==> src/rtl/slot_arb_pkg.sv <==
package slot_arb_pkg;

  typedef enum logic [0:0] {
    ARB_FREE = 1'b0,
    ARB_HELD = 1'b1
  } arb_state_e;

endpackage

==> src/rtl/slot_req_sync.sv <==
// Multi-stage synchronizer for the asynchronous backplane request lines.
// The input is already active-high here; reset clears every stage.
module slot_req_sync #(
  parameter int N      = 16,
  parameter int STAGES = 2
) (
  input  logic         clk,
  input  logic         rst,
  input  logic [N-1:0] raw,
  output logic [N-1:0] synced
);

  generate
    if (STAGES == 0) begin : g_bypass
      assign synced = raw;
    end else begin : g_pipe
      logic [N-1:0] pipe [STAGES];

      always_ff @(posedge clk) begin
        if (rst) begin
          for (int s = 0; s < STAGES; s++) begin
            pipe[s] <= '0;
          end
        end else begin
          pipe[0] <= raw;
          for (int s = 1; s < STAGES; s++) begin
            pipe[s] <= pipe[s-1];
          end
        end
      end

      assign synced = pipe[STAGES-1];
    end
  endgenerate

endmodule

==> src/rtl/slot_prio_enc.sv <==
// Fixed-priority encoder: the lowest set index wins.
module slot_prio_enc #(
  parameter int N    = 16,
  parameter int ID_W = 4
) (
  input  logic            clk,
  input  logic            rst,
  input  logic [N-1:0]    act,
  output logic            any,
  output logic [ID_W-1:0] id
);

  logic [N:0]   seen;
  logic [N-1:0] grant;
  logic [N-1:0] below_mask;

  assign seen[0] = 1'b0;

  generate
    for (genvar i = 0; i < N; i++) begin : g_chain
      assign seen[i+1] = seen[i] | act[i];
      assign grant[i]  = act[i] & ~seen[i];
    end
  endgenerate

  always_comb begin
    id = '0;
    for (int i = 0; i < N; i++) begin
      if (grant[i]) id = id | ID_W'(i);
    end
  end

  assign any        = seen[N];
  assign below_mask = (N'(1) << id) - N'(1);

  AST_ONE_GRANT: assert property (@(posedge clk) disable iff (rst)
    $onehot0(grant)) else $error("more than one grant");

  AST_WINNER_REQUESTS: assert property (@(posedge clk) disable iff (rst)
    any |-> act[id]) else $error("encoded slot is not requesting");

  AST_NONE_BELOW: assert property (@(posedge clk) disable iff (rst)
    any |-> ((act & below_mask) == '0)) else $error("lower slot skipped");

endmodule

==> src/rtl/slot_arb_ctrl.sv <==
// Hold controller: captures a winner, holds it, and restarts on phase edges.
module slot_arb_ctrl
  import slot_arb_pkg::*;
#(
  parameter int ID_W = 4
) (
  input  logic            clk,
  input  logic            rst,
  input  logic            act_any,
  input  logic [ID_W-1:0] enc_id,
  input  logic            rpt_idle,
  input  logic            xmit_coll,
  output logic [ID_W-1:0] id_q,
  output logic            valid_q
);

  arb_state_e state;
  logic       idle_q;
  logic       coll_q;
  logic       idle_rise;
  logic       coll_rise;
  logic       may_start;

  assign idle_rise = rpt_idle & ~idle_q;
  assign coll_rise = xmit_coll & ~coll_q;
  assign may_start = act_any & (rpt_idle | xmit_coll);

  always_ff @(posedge clk) begin
    if (rst) begin
      state   <= ARB_FREE;
      id_q    <= '0;
      valid_q <= 1'b0;
      idle_q  <= 1'b1;
      coll_q  <= 1'b0;
    end else begin
      idle_q <= rpt_idle;
      coll_q <= xmit_coll;
      unique case (state)
        ARB_FREE: begin
          if (may_start) begin
            state   <= ARB_HELD;
            id_q    <= enc_id;
            valid_q <= 1'b1;
          end else begin
            id_q    <= '0;
            valid_q <= 1'b0;
          end
        end
        ARB_HELD: begin
          if (!act_any || idle_rise) begin
            state   <= ARB_FREE;
            id_q    <= '0;
            valid_q <= 1'b0;
          end else if (coll_rise) begin
            id_q <= enc_id;
          end
        end
        default: begin
          state   <= ARB_FREE;
          id_q    <= '0;
          valid_q <= 1'b0;
        end
      endcase
    end
  end

  AST_ZERO_WHEN_INVALID: assert property (@(posedge clk) disable iff (rst)
    !valid_q |-> (id_q == '0)) else $error("id not zero while invalid");

  AST_START_IN_PHASE: assert property (@(posedge clk) disable iff (rst)
    $rose(valid_q) |-> ($past(rpt_idle) || $past(xmit_coll))) else $error("start outside phase");

  AST_START_NEEDS_REQ: assert property (@(posedge clk) disable iff (rst)
    $rose(valid_q) |-> $past(act_any)) else $error("start with no request");

  AST_HOLD_STABLE: assert property (@(posedge clk) disable iff (rst)
    (valid_q && $past(valid_q) && !$past(coll_rise)) |-> $stable(id_q)) else $error("held id moved");

  AST_DROP_ON_EMPTY: assert property (@(posedge clk) disable iff (rst)
    !$past(act_any) |-> !valid_q) else $error("valid without requests");

  AST_IDLE_RETURN: assert property (@(posedge clk) disable iff (rst)
    $past(valid_q && idle_rise) |-> !valid_q) else $error("no gap on idle return");

endmodule

==> src/rtl/slot_arb_top.sv <==
module slot_arb_top #(
  parameter int NUM_SLOTS   = 16,
  parameter int SYNC_STAGES = 2,
  parameter int ID_W        = $clog2(NUM_SLOTS)
) (
  input  logic                 clk,
  input  logic                 rst,
  input  logic [NUM_SLOTS-1:0] req_n,
  input  logic                 rpt_idle,
  input  logic                 xmit_coll,
  output logic [ID_W-1:0]      arb_id,
  output logic                 arb_valid
);

  logic [NUM_SLOTS-1:0] req_raw;
  logic [NUM_SLOTS-1:0] req_act;
  logic                 any_req;
  logic [ID_W-1:0]      top_id;

  assign req_raw = ~req_n;

  slot_req_sync #(
    .N      (NUM_SLOTS),
    .STAGES (SYNC_STAGES)
  ) u_sync (
    .clk    (clk),
    .rst    (rst),
    .raw    (req_raw),
    .synced (req_act)
  );

  slot_prio_enc #(
    .N    (NUM_SLOTS),
    .ID_W (ID_W)
  ) u_enc (
    .clk (clk),
    .rst (rst),
    .act (req_act),
    .any (any_req),
    .id  (top_id)
  );

  slot_arb_ctrl #(
    .ID_W (ID_W)
  ) u_ctrl (
    .clk       (clk),
    .rst       (rst),
    .act_any   (any_req),
    .enc_id    (top_id),
    .rpt_idle  (rpt_idle),
    .xmit_coll (xmit_coll),
    .id_q      (arb_id),
    .valid_q   (arb_valid)
  );

endmodule

==> config.mk <==
export PLATFORM = sky130hd
export DESIGN_NAME = slot_arb_top
export DESIGN_NICKNAME = d
export VERILOG_FILES = /design/src/rtl/slot_arb_pkg.sv /design/src/rtl/slot_req_sync.sv /design/src/rtl/slot_prio_enc.sv /design/src/rtl/slot_arb_ctrl.sv /design/src/rtl/slot_arb_top.sv
export SDC_FILE = /design/constraint.sdc
export NUM_CORES = 1
export LEC_CHECK = 0
export BUFFER_PORTS_ARGS = -buffer_cell sky130_fd_sc_hd__clkbuf_2
export CAP_MARGIN = 30
export CORE_MARGIN = 2
export CORE_UTILIZATION = 45
export DETAILED_ROUTE_END_ITERATION = 12
export GPL_TIMING_DRIVEN = 0
export PLACE_DENSITY = 0.63
export SYNTH_ARGS = -nofsm -noshare
export SYNTH_HDL_FRONTEND = slang
export SYNTH_SLANG_ARGS = --single-unit
==> constraint.sdc <==
create_clock -name clk -period 2.7 [get_ports clk]
set_input_delay 0.27 -clock clk [delete_from_list [all_inputs] [get_ports clk]]
set_output_delay 0.27 -clock clk [all_outputs]
set_load 0.05 [all_outputs]
==> out/qor.csv, run 1 <==
stage,metric,value,unit
status,status,"complete, no violations",
power_and_ir_drop,Net Switching,267,uW
route,drt initial violations,17,
timing,Fin. Hold Viols,0,
global_routing,vias in the first global route,851,
global_routing,first-pass GRT wire length,3.47,mm
timing,"Worst Setup Slack, final",0.984,ns
yosys,number of synthesized flops with an enable pin,0,
clock_network,"CTS clk-pin slew, worst paths",0.11,ns
power_and_ir_drop,switching share of power,20.2,%
route,vias,904,
setup_path,Reg-to-Reg Start,u_sync.g_pipe.pipe[0][25]$_SDFF_PP0_,
clock_network,Num CTS Buffers,5,
setup_path,cell chain of the critical path,or4_4 -> nor3_4 -> and3_4 -> nor3_2 -> a32o_1,
yosys,post-synthesis adder-cell area fraction,0,%
setup_path,"Req. time, crit path",2.94,ns
yosys,post-synthesis cell area,0.00130,mm^2
yosys,sequential area share after synthesis,61.5,%
setup_path,R2R cell count,5,
clock_network,Root Buffer,clkbuf_4,
power_and_ir_drop,Static Leak,0.673,nW
route,Vias/cell,4.89,
global_routing,gr ovfl total,0,
floorplanning,Initial Util,47.2,%
setup_path,Critical Path End Type,flop,
finish,layout cells sized above 1,26.0,%
yosys,main flop type after synthesis,dfxtp_1,
finish,ANT cells,0,
setup_path,FF-to-FF End,u_ctrl.id_q[3]$_SDFFE_PP0P_,
route,met2 routed WL,1.02,mm
route,drt drc,0,
yosys,mux cell area share after synthesis,0,%
yosys,post-synthesis simple-gate area fraction,26.8,%
clock_network,Clock Path Buffers,2,
yosys,largest family of logic cells by synthesized area,simple AND/OR/NAND/NOR gates,
yosys,Mapped Cells,122,
setup_path,WP buf/inv,0,
yosys,Mapped Nets,142,
yosys,Synth Area in XOR/XNOR,0,%
setup_path,top cell family by delay on the critical path,simple AND/OR/NAND/NOR gates,
placement,PortBufs,24,
power_and_ir_drop,VDD IR max,582,uV
timing,Final setup viols,0,
power_and_ir_drop,combinational share of power,8.9,%
route,TritonRoute pass-1 iters,4,
min_path,Min-Delay Path Class,in -> reg,
route,DRT Wirelength,2.01,mm
timing,clk_skew,0.00861,ns
setup_path,Worst Setup SP,u_sync.g_pipe.pipe[0][25]$_SDFF_PP0_,
route,top layer in use,met4,
power_and_ir_drop,clock share of power,42.8,%
clock_network,"Hold-fix buffers, CTS",0,
finish,Syn-to-layout area delta,22.0,%
route,post-DR wirelength/cell,10.9,um
timing,min Tclk post-route,1.72,ns
clock_network,post-CTS setup buffers,0,
route,post-route ant nets,0,
route,WL met1,869,um
timing,period utilisation layout,63.6,%
power_and_ir_drop,Sequential Power Share,48.3,%
setup_path,CP Capture Point,u_ctrl.id_q[3]$_SDFFE_PP0P_,
yosys,yosys warns,0,
setup_path,"Max stage delay cell, worst path",or4_4,
clock_network,Max H-tree Level,2,
placement,final RePlAce weighted congestion,0.772,
timing,Setup TNS,0,ns
power_and_ir_drop,Power Internal,1.05,mW
clock_network,CTS tree,done,
yosys,#FFs+latches synth,40,
clock_network,CTS Sinks,40,
timing,Slew headroom,67.1,%
clock_network,post-CTS sizing,0,
setup_path,Crit Path Max Fanout,4,
yosys,asr flop ratio synth,0,%
setup_path,"setup slack, reg-to-reg",0.98,ns
power_and_ir_drop,power per cell area,832,mW/mm^2
global_routing,gr usage total,14.1,%
yosys,Yosys cell types,29,
timing,Worst Tran Pin Value,0.490,ns
placement,placed cells,177,
global_routing,initial antenna violation count,0,
timing,Slew Limit Fails,0,
floorplanning,Die H,57.8,um
floorplanning,FP Rows,19,
setup_path,"slowest stage delay, CP",0.54,ns
yosys,synthesized area per cell,10.7,um^2
placement,setup slack at placement,0.968,ns
route,met3 wire len,101,um
setup_path,kind of critical path,reg -> reg,
finish,most frequent cells in the layout,"dfxtp_1 (40), clkbuf_2 (24), nor2_1 (23), nor2b_1 (19), clkbuf_4 (5)",
floorplanning,io pins,25,
finish,Nets,173,
placement,detailed placement HPWL,1.58,mm
yosys,compound-gate portion of the synthesized area,9.41,%
clock_network,insertion delay to the later sink of the worst-skew pair,0.33,ns
global_routing,largest net degree at the start of global routing,14,
setup_path,crit path DAT,1.95,ns
timing,RSZ-0062 raised after global routing,no,
finish,"most common cell after layout, fill and taps aside",dfxtp_1,
floorplanning,core box area,0.00276,mm^2
setup_path,Critical Path Stages,5,
floorplanning,Die W,57.8,um
timing,maximum clock rate,583,MHz
job,number of max-cap violations,0,
setup_path,Startpoint Class,flop,
floorplanning,Die ar.,0.00334,mm^2
finish,Finished Layout Cells,185,
-- how the worst min path moves through the flow --
stage | from | to | slack (ns) | depth (start not counted)
6_report | req_n[11] | u_sync.g_pipe.pipe[0][11]$_SDFF_PP0_ | 0.07 | 2
2_1_floorplan | req_n[0] | u_sync.g_pipe.pipe[0][0]$_SDFF_PP0_ | 0.34 | 1
3_5_place_dp | u_sync.g_pipe.pipe[0][7]$_SDFF_PP0_ | u_sync.g_pipe.pipe[0][23]$_SDFF_PP0_ | 0.43 | 1
5_1_grt | req_n[9] | u_sync.g_pipe.pipe[0][9]$_SDFF_PP0_ | 0.04 | 2
4_1_cts | req_n[11] | u_sync.g_pipe.pipe[0][11]$_SDFF_PP0_ | 0.05 | 2
3_3_place_gp | u_sync.g_pipe.pipe[0][0]$_SDFF_PP0_ | u_sync.g_pipe.pipe[0][16]$_SDFF_PP0_ | 0.42 | 1
-- layout make-up --
class | instances | area, um^2
sequential | 40 | 801
clock buffer | 5 | 37.5
fill | 250 | 1170
tap | 31 | 38.8
buffer | 4 | 22.5
clock inverter | 3 | 90.1
timing repair buffer | 24 | 120
inverter | 2 | 7.51
multi-input combinational | 76 | 472
-- registers in the layout, indices dropped and copies added, names as in the netlist --
| register | count |
|---|---|
| u_ctrl.coll_q | 1 |
| u_ctrl.state | 1 |
| u_ctrl.id_q | 4 |
| u_sync.g_pipe.pipe | 32 |
| u_ctrl.valid_q | 1 |
| u_ctrl.idle_q | 1 |
-- cells in the mapped netlist, types with 2 or more instances --
library cell,n,share of area (%)
a2111oi_0,2,1.3
a32o_1,3,2.3
clkbuf_1,3,0.86
dfxtp_1,40,61
inv_1,2,0.58
nand2b_1,2,0.96
nor2_1,23,6.6
nor2b_1,19,9.1
nor4_1,3,1.4
o21ai_0,4,1.5
o31ai_1,3,1.7
-- cell families after synthesis --
family	count (synthesis)
AO/OA/AOI/OAI	16
buffers and inverters	6
flip-flops	40
AND/OR/NAND/NOR	60
-- power by group through the flow --
stage / sequential (mW) / combinational [mW] / clock [mW]
after detailed placement: 0.652 / 0.119 / 0
after global routing: 0.643 / 0.131 / 0.607
after global placement: 0.651 / 0.116 / 0
final: 0.638 / 0.117 / 0.566
after floorplan: 0.671 / 0.0630 / 0
after CTS: 0.639 / 0.120 / 0.579
-- per-layer routing --
layer / up-vias / track usage (%)
met4: 0 / 5.98
met3: 2 / 6.70
met2: 20 / 23.1
met5: - / 0
li1: 476 / -
met1: 406 / 15.8
-- worst reg2reg max path: cells and delay by family (launching register included) --
kind	cells	cell delay (ns)
flip-flops	1	0.36
AO/OA/AOI/OAI	1	0.27
AND/OR/NAND/NOR	4	1.00
-- stage by stage --
stage | area, um^2 | utilization (%) | hold slack (ns) | total power, mW
2_1_floorplan | 1300 | - | 0.342 | 0.734
5_1_grt | 1590 | 57.6 | 0.0400 | 1.38
4_1_cts | 1590 | 57.6 | 0.0524 | 1.34
3_5_place_dp | 1460 | 53.0 | 0.425 | 0.771
3_3_place_gp | 1460 | 53.0 | 0.425 | 0.767
6_report | 1590 | 57.6 | 0.0722 | 1.32
No activity file was read; power rests on OpenSTA's default activity.
==> run 2, diff against run 1 <==
- PLACE_DENSITY: 0.63 -> 0.66
- clock period: 2.7 -> 1.4 ns (I/O delays scaled with it)
==> run 2 against run 1 <==
Clock-buffer cell count is 2 higher. Worst hold slack got worse by 0.034 ns. Largest cell class unchanged. Sequential cell count is the same. Critical path type unchanged. Core utilization increased by 6.1 points. Final cell count grew 10%. The flow now finishes with violations (setup timing). Setup slack worse by 1.3 ns.
==> out/qor.csv, run 2 (synthesized netlist as in run 1, its figures left out) <==
stage,metric,value,unit,change
clock_network,Num CTS Buffers,5,,unchanged
global_routing,first-pass GRT wire length,3.84,mm,+11%
power_and_ir_drop,VDD IR max,1120,uV,+92%
timing,Setup TNS,-1.22,ns,-1.22 ns
power_and_ir_drop,Static Leak,0.746,nW,+11%
global_routing,vias in the first global route,957,,+12%
route,post-route ant nets,0,,unchanged
clock_network,CTS Sinks,40,,unchanged
route,vias,989,,+9.4%
timing,Final setup viols,6,,+6
finish,Finished Core Util,63.7,%,+6.1 points
timing,RSZ-0062 raised after global routing,yes,,
route,drt drc,0,,unchanged
global_routing,largest net degree at the start of global routing,13,,-1
job,number of max-cap violations,0,,unchanged
setup_path,Startpoint Class,flop,,
timing,Slew Limit Fails,0,,unchanged
setup_path,"Req. time, crit path",1.63,ns,-1.31 ns
power_and_ir_drop,power per cell area,1320,mW/mm^2,+59%
global_routing,gr usage total,15.3,%,+1.2 points
clock_network,CTS tree,done,,
finish,most frequent cells in the layout,"dfxtp_1 (36), clkbuf_2 (24), nor2_1 (23), nor2b_1 (19), dlygate4sd3_1 (16)",,
floorplanning,FP Rows,19,,unchanged
floorplanning,io pins,25,,unchanged
timing,min Tclk post-route,1.67,ns,-0.0440 ns
timing,clk_skew,0.00452,ns,-0.00409 ns
setup_path,crit path DAT,1.90,ns,-0.05 ns
finish,max reg flops,32,,unchanged
finish,layout cells sized above 1,28.3,%,+2.3 points
clock_network,Clock Path Buffers,2,,unchanged
finish,"most common cell after layout, fill and taps aside",dfxtp_1,,
min_path,Min-Delay Path Class,in -> reg,,
timing,Slew headroom,72.0,%,+4.9 points
clock_network,Max H-tree Level,2,,unchanged
placement,detailed placement HPWL,1.55,mm,-1.4%
setup_path,Critical Path End Type,flop,,
finish,Reg with most FFs,u_sync.g_pipe.pipe,,
status,status,"complete, but fails checks",,
finish,filler cell count,239,,-4.4%
power_and_ir_drop,Sequential Power Share,53.2,%,+4.9 points
finish,Nets,192,,+11%
setup_path,cell chain of the critical path,or4_4 -> nor3_4 -> and3_4 -> nor3_2 -> a32o_1,,
route,post-DR wirelength/cell,11.0,um,+1.2%
global_routing,gr ovfl total,0,,unchanged
route,TritonRoute pass-1 iters,4,,unchanged
finish,Largest regs,"u_sync.g_pipe.pipe x32, u_ctrl.id_q x4",,
route,drt initial violations,19,,+2
power_and_ir_drop,Power Internal,1.81,mW,+72%
floorplanning,Die H,57.8,um,unchanged
finish,Reg area,806,um^2,+0.63%
timing,Fin. Hold Viols,0,,unchanged
timing,"Worst Setup Slack, final",-0.272,ns,-1.26 ns
global_routing,initial antenna violation count,0,,unchanged
timing,maximum clock rate,598,MHz,+2.6%
timing,period utilisation layout,119,%,+56 points
setup_path,WP buf/inv,0,,unchanged
power_and_ir_drop,switching share of power,21.9,%,+1.7 points
clock_network,"CTS clk-pin slew, worst paths",0.10,ns,about the same
clock_network,Root Buffer,clkbuf_4,,
setup_path,"Max stage delay cell, worst path",or4_4,,
placement,PortBufs,24,,unchanged
finish,Syn-to-layout area delta,34.9,%,
floorplanning,Initial Util,47.2,%,unchanged
timing,Worst Tran Pin Value,0.417,ns,-0.0726 ns
power_and_ir_drop,clock share of power,34.8,%,-8.0 points
route,Vias/cell,4.85,,-0.79%
setup_path,Crit Path Max Fanout,4,,unchanged
status,failing checks,setup timing,,
setup_path,"slowest stage delay, CP",0.55,ns,about the same
clock_network,insertion delay to the later sink of the worst-skew pair,0.33,ns,about the same
power_and_ir_drop,Net Switching,508,uW,+90%
finish,area of the multi-input gates,484,um^2,+2.7%
floorplanning,core box area,0.00276,mm^2,unchanged
setup_path,top cell family by delay on the critical path,simple AND/OR/NAND/NOR gates,,
route,DRT Wirelength,2.25,mm,+12%
setup_path,kind of critical path,reg -> reg,,
finish,ANT cells,0,,unchanged
floorplanning,Die W,57.8,um,unchanged
floorplanning,Die ar.,0.00334,mm^2,unchanged
placement,final RePlAce weighted congestion,0.810,,+4.9%
power_and_ir_drop,combinational share of power,12.0,%,+3.1 points
## run 2: changes by cell type in the layout (fill, tap and decap cells not counted)
cell,delta
a2111oi_0,-1
a2111oi_2,+1
buf_4,+3
bufinv_16,-2
clkbuf_8,+2
dfxtp_1,-4
dfxtp_2,+4
dlygate4sd3_1,+16
nor4_1,-1
nor4_2,+1
## run 2: timing repair
action / CTS / global route
pin swaps: 1 / 3
hold buffers: 16 / 0
setup buffers: 3 / 0
endpoints found under the hold margin: 16 / 0
gates resized for setup: 3 / 4
setup endpoints to repair: 6 / 6
## run 2: final timing paths
kind | slack [ns] | from | depth (start not counted) | endpoint
max | -0.27 | u_sync.g_pipe.pipe[0][24]$_SDFF_PP0_ | 5 | u_ctrl.id_q[3]$_SDFFE_PP0P_
min | 0.04 | rpt_idle | 2 | u_ctrl.idle_q$_SDFF_PP1_
max reg2reg | -0.27 | u_sync.g_pipe.pipe[0][24]$_SDFF_PP0_ | 5 | u_ctrl.id_q[3]$_SDFFE_PP0P_
min reg2reg | 0.45 | u_sync.g_pipe.pipe[0][1]$_SDFF_PP0_ | 1 | u_sync.g_pipe.pipe[0][17]$_SDFF_PP0_
## run 2: cell type report
type | count | share of cell area [%]
well taps | 31 | 2.21
multi-input cells | 76 | 27.6
clock buffers | 7 | 3.70
plain buffers | 4 | 1.28
inverters | 2 | 0.427
repair buffers | 43 | 17.2
flip-flops and latches | 40 | 45.9
clock inverters | 1 | 1.71
## run 2: per-layer routing
| metal | track usage (%) | part of all wire, % | up-vias |
|---|---|---|---|
| met4 | 5.98 | 0.76 | 0 |
| met3 | 6.92 | 4.3 | 2 |
| met1 | 15.8 | 42 | 450 |
| met2 | 26.9 | 53 | 22 |
| li1 | - | - | 515 |
| met5 | 0 | 0 | - |
## run 2: stage by stage
stage	setup WS, ns	instances	instance area (um^2)	total power, mW	hold slack [ns]
2_1_floorplan	-0.217	122	1300	1.42	0.212
3_3_place_gp	-0.280	177	1460	1.48	0.296
3_5_place_dp	-0.300	177	1460	1.49	0.298
4_1_cts	-0.273	204	1750	2.34	0.0171
5_1_grt	-0.293	204	1760	2.43	0.0195
6_report	-0.272	204	1760	2.32	0.0382
## run 2: power groups by stage
stage / sequential [mW] / combinational (mW) / clock [mW]
6_report: 1.23 / 0.279 / 0.808
3_5_place_dp: 1.26 / 0.229 / 0
2_1_floorplan: 1.29 / 0.121 / 0
3_3_place_gp: 1.25 / 0.224 / 0
4_1_cts: 1.23 / 0.276 / 0.830
5_1_grt: 1.24 / 0.305 / 0.884
## run 2: worst register-to-register path, delay by kind of cell (launching register included)
| family | cells | cell delay, ns |
|---|---|---|
| AO/OA/AOI/OAI | 1 | 0.27 |
| flip-flops | 1 | 0.33 |
| AND/OR/NAND/NOR | 4 | 0.98 |
==> run 3, diff against run 2 <==
- HOLD_SLACK_MARGIN: default -> 0.06
- SETUP_SLACK_MARGIN: default -> 0.1
==> run 3 against run 2 <==
The flow still finishes with violations (setup timing). Total power is 0.19% higher. Critical path depth stayed put. Clock skew stayed put. Maximum frequency stayed put. Setup slack stayed put. Cell area is 1.1% higher. Highest routed layer unchanged.
==> out/qor.csv, run 3 (synthesized netlist as in run 1, its figures left out) <==
stage,metric,value,unit,change
status,status,"complete, but fails checks",,
status,failing checks,setup timing,,
finish,Nets,194,,+1.0%
timing,RSZ-0062 raised after global routing,yes,,
setup_path,"Req. time, crit path",1.63,ns,about the same
timing,Worst Tran Pin Value,0.417,ns,unchanged
timing,hold slack,0.143,ns,+0.105 ns
global_routing,largest net degree at the start of global routing,13,,unchanged
clock_network,Root Buffer,clkbuf_4,,
finish,most frequent cells in the layout,"dfxtp_1 (36), clkbuf_2 (24), nor2_1 (23), nor2b_1 (19), dlygate4sd3_1 (18)",,
finish,Largest regs,"u_sync.g_pipe.pipe x32, u_ctrl.id_q x4",,
floorplanning,FP Rows,19,,unchanged
finish,layout cells sized above 1,28.0,%,-0.32 points
finish,Reg with most FFs,u_sync.g_pipe.pipe,,
route,drt initial violations,22,,+3
timing,period utilisation layout,119,%,unchanged
route,DRT Wirelength,2.26,mm,+0.80%
finish,Post-Layout Inst Area,0.00178,mm^2,+1.1%
route,drt drc,0,,unchanged
timing,min Tclk post-route,1.67,ns,unchanged
power_and_ir_drop,Static Leak,0.754,nW,+1.1%
global_routing,initial antenna violation count,0,,unchanged
timing,Slew headroom,72.0,%,unchanged
power_and_ir_drop,VDD IR max,1120,uV,about the same
clock_network,CTS Sinks,40,,unchanged
timing,Fin. Hold Viols,0,,unchanged
placement,final RePlAce weighted congestion,0.810,,unchanged
floorplanning,Die W,57.8,um,unchanged
timing,maximum clock rate,598,MHz,unchanged
finish,Finished Core Util,64.4,%,+0.73 points
route,vias,996,,+0.71%
timing,Final setup viols,6,,unchanged
placement,PortBufs,24,,unchanged
setup_path,Crit Path Max Fanout,4,,unchanged
finish,ANT cells,0,,unchanged
timing,clk_skew,0.00452,ns,unchanged
placement,detailed placement HPWL,1.55,mm,unchanged
clock_network,Num CTS Buffers,5,,unchanged
route,Vias/cell,4.83,,-0.27%
global_routing,first-pass GRT wire length,3.87,mm,+0.70%
floorplanning,core box area,0.00276,mm^2,unchanged
clock_network,Max H-tree Level,2,,unchanged
global_routing,gr usage total,15.4,%,+0.094 points
finish,"most common cell after layout, fill and taps aside",dfxtp_1,,
setup_path,Startpoint Class,flop,,
min_path,Min-Delay Path Class,in -> reg,,
finish,Syn-to-layout area delta,36.4,%,
route,TritonRoute pass-1 iters,4,,unchanged
setup_path,Critical Path End Type,flop,,
clock_network,Clock Path Buffers,2,,unchanged
route,post-route ant nets,0,,unchanged
setup_path,kind of critical path,reg -> reg,,
floorplanning,io pins,25,,unchanged
placement,Placed Instance Area,0.00146,mm^2,unchanged
clock_network,CTS tree,done,,
setup_path,crit path DAT,1.90,ns,about the same
route,post-DR wirelength/cell,11.0,um,-0.18%
floorplanning,Initial Util,47.2,%,unchanged
global_routing,vias in the first global route,966,,+0.94%
global_routing,gr ovfl total,0,,unchanged
timing,Slew Limit Fails,0,,unchanged
timing,"Worst Setup Slack, final",-0.272,ns,unchanged
clock_network,"CTS clk-pin slew, worst paths",0.11,ns,about the same
power_and_ir_drop,Tot Pwr,2.33,mW,+0.19%
floorplanning,Die ar.,0.00334,mm^2,unchanged
power_and_ir_drop,power per cell area,1310,mW/mm^2,-0.94%
placement,setup slack at placement,-0.300,ns,unchanged
clock_network,insertion delay to the later sink of the worst-skew pair,0.33,ns,about the same
finish,max reg flops,32,,unchanged
job,number of max-cap violations,0,,unchanged
floorplanning,Die H,57.8,um,unchanged
==> run 3: cell type report <==
cell class | count | area [um^2]
inverters | 2 | 7.51
multi-input cells | 76 | 484
plain buffers | 4 | 22.5
flip-flops and latches | 40 | 806
well taps | 31 | 38.8
clock buffers | 7 | 65.1
fillers | 237 | 981
repair buffers | 45 | 323
clock inverters | 1 | 30.0
==> run 3: timing repair <==
action | CTS | global route
endpoints found under the hold margin | 18 | 0
buffers inserted | 3 | 0
cloned | 0 | 0
pin swaps | 1 | 3
setup endpoints to repair | 6 | 6
hold buffers | 18 | 0
resized for setup | 3 | 4
==> run 3: worst paths after layout <==
check	from	end	slack, ns	cells past startpoint
hold reg to reg	u_sync.g_pipe.pipe[0][1]$_SDFF_PP0_	u_sync.g_pipe.pipe[0][17]$_SDFF_PP0_	0.45	1
hold / removal	rst	u_sync.g_pipe.pipe[0][31]$_SDFF_PP0_	0.14	3
setup reg to reg	u_sync.g_pipe.pipe[0][24]$_SDFF_PP0_	u_ctrl.id_q[3]$_SDFFE_PP0P_	-0.27	5
setup / recovery	u_sync.g_pipe.pipe[0][24]$_SDFF_PP0_	u_ctrl.id_q[3]$_SDFFE_PP0P_	-0.27	5
==> run 3: per-stage QoR <==
| stage | instances | setup TNS (ns) |
|---|---|---|
| 2_1_floorplan | 122 | -0.822 |
| 3_3_place_gp | 177 | -1.15 |
| 3_5_place_dp | 177 | -1.28 |
| 4_1_cts | 206 | -1.27 |
| 5_1_grt | 206 | -1.30 |
| 6_report | 206 | -1.22 |
==> run 3: routing by layer <==
layer | global-route usage (%) | routed length [um] | vias to the layer above | part of all wire, %
met5 | 0 | 0 | - | 0
met4 | 5.98 | 17 | 0 | 0.75
met3 | 6.92 | 94 | 2 | 4.2
met2 | 27.3 | 1190 | 22 | 53
met1 | 15.8 | 960 | 453 | 42
li1 | - | - | 519 | -
==> run 3: power breakdown <==
group | leakage, nW | internal [mW] | switching, mW
logic | 0.370 | 0.142 | 0.142
clock network | 0.0515 | 0.474 | 0.334
registers | 0.333 | 1.20 | 0.0336
total | 0.754 | 1.82 | 0.509
==> run 3: critical path, stage by stage, from the launching register on <==
cell	delay, ns
dfxtp_2	0.33
or4_4	0.55
nor3_4	0.14
and3_4	0.22
nor3_2	0.07
a32o_1	0.27
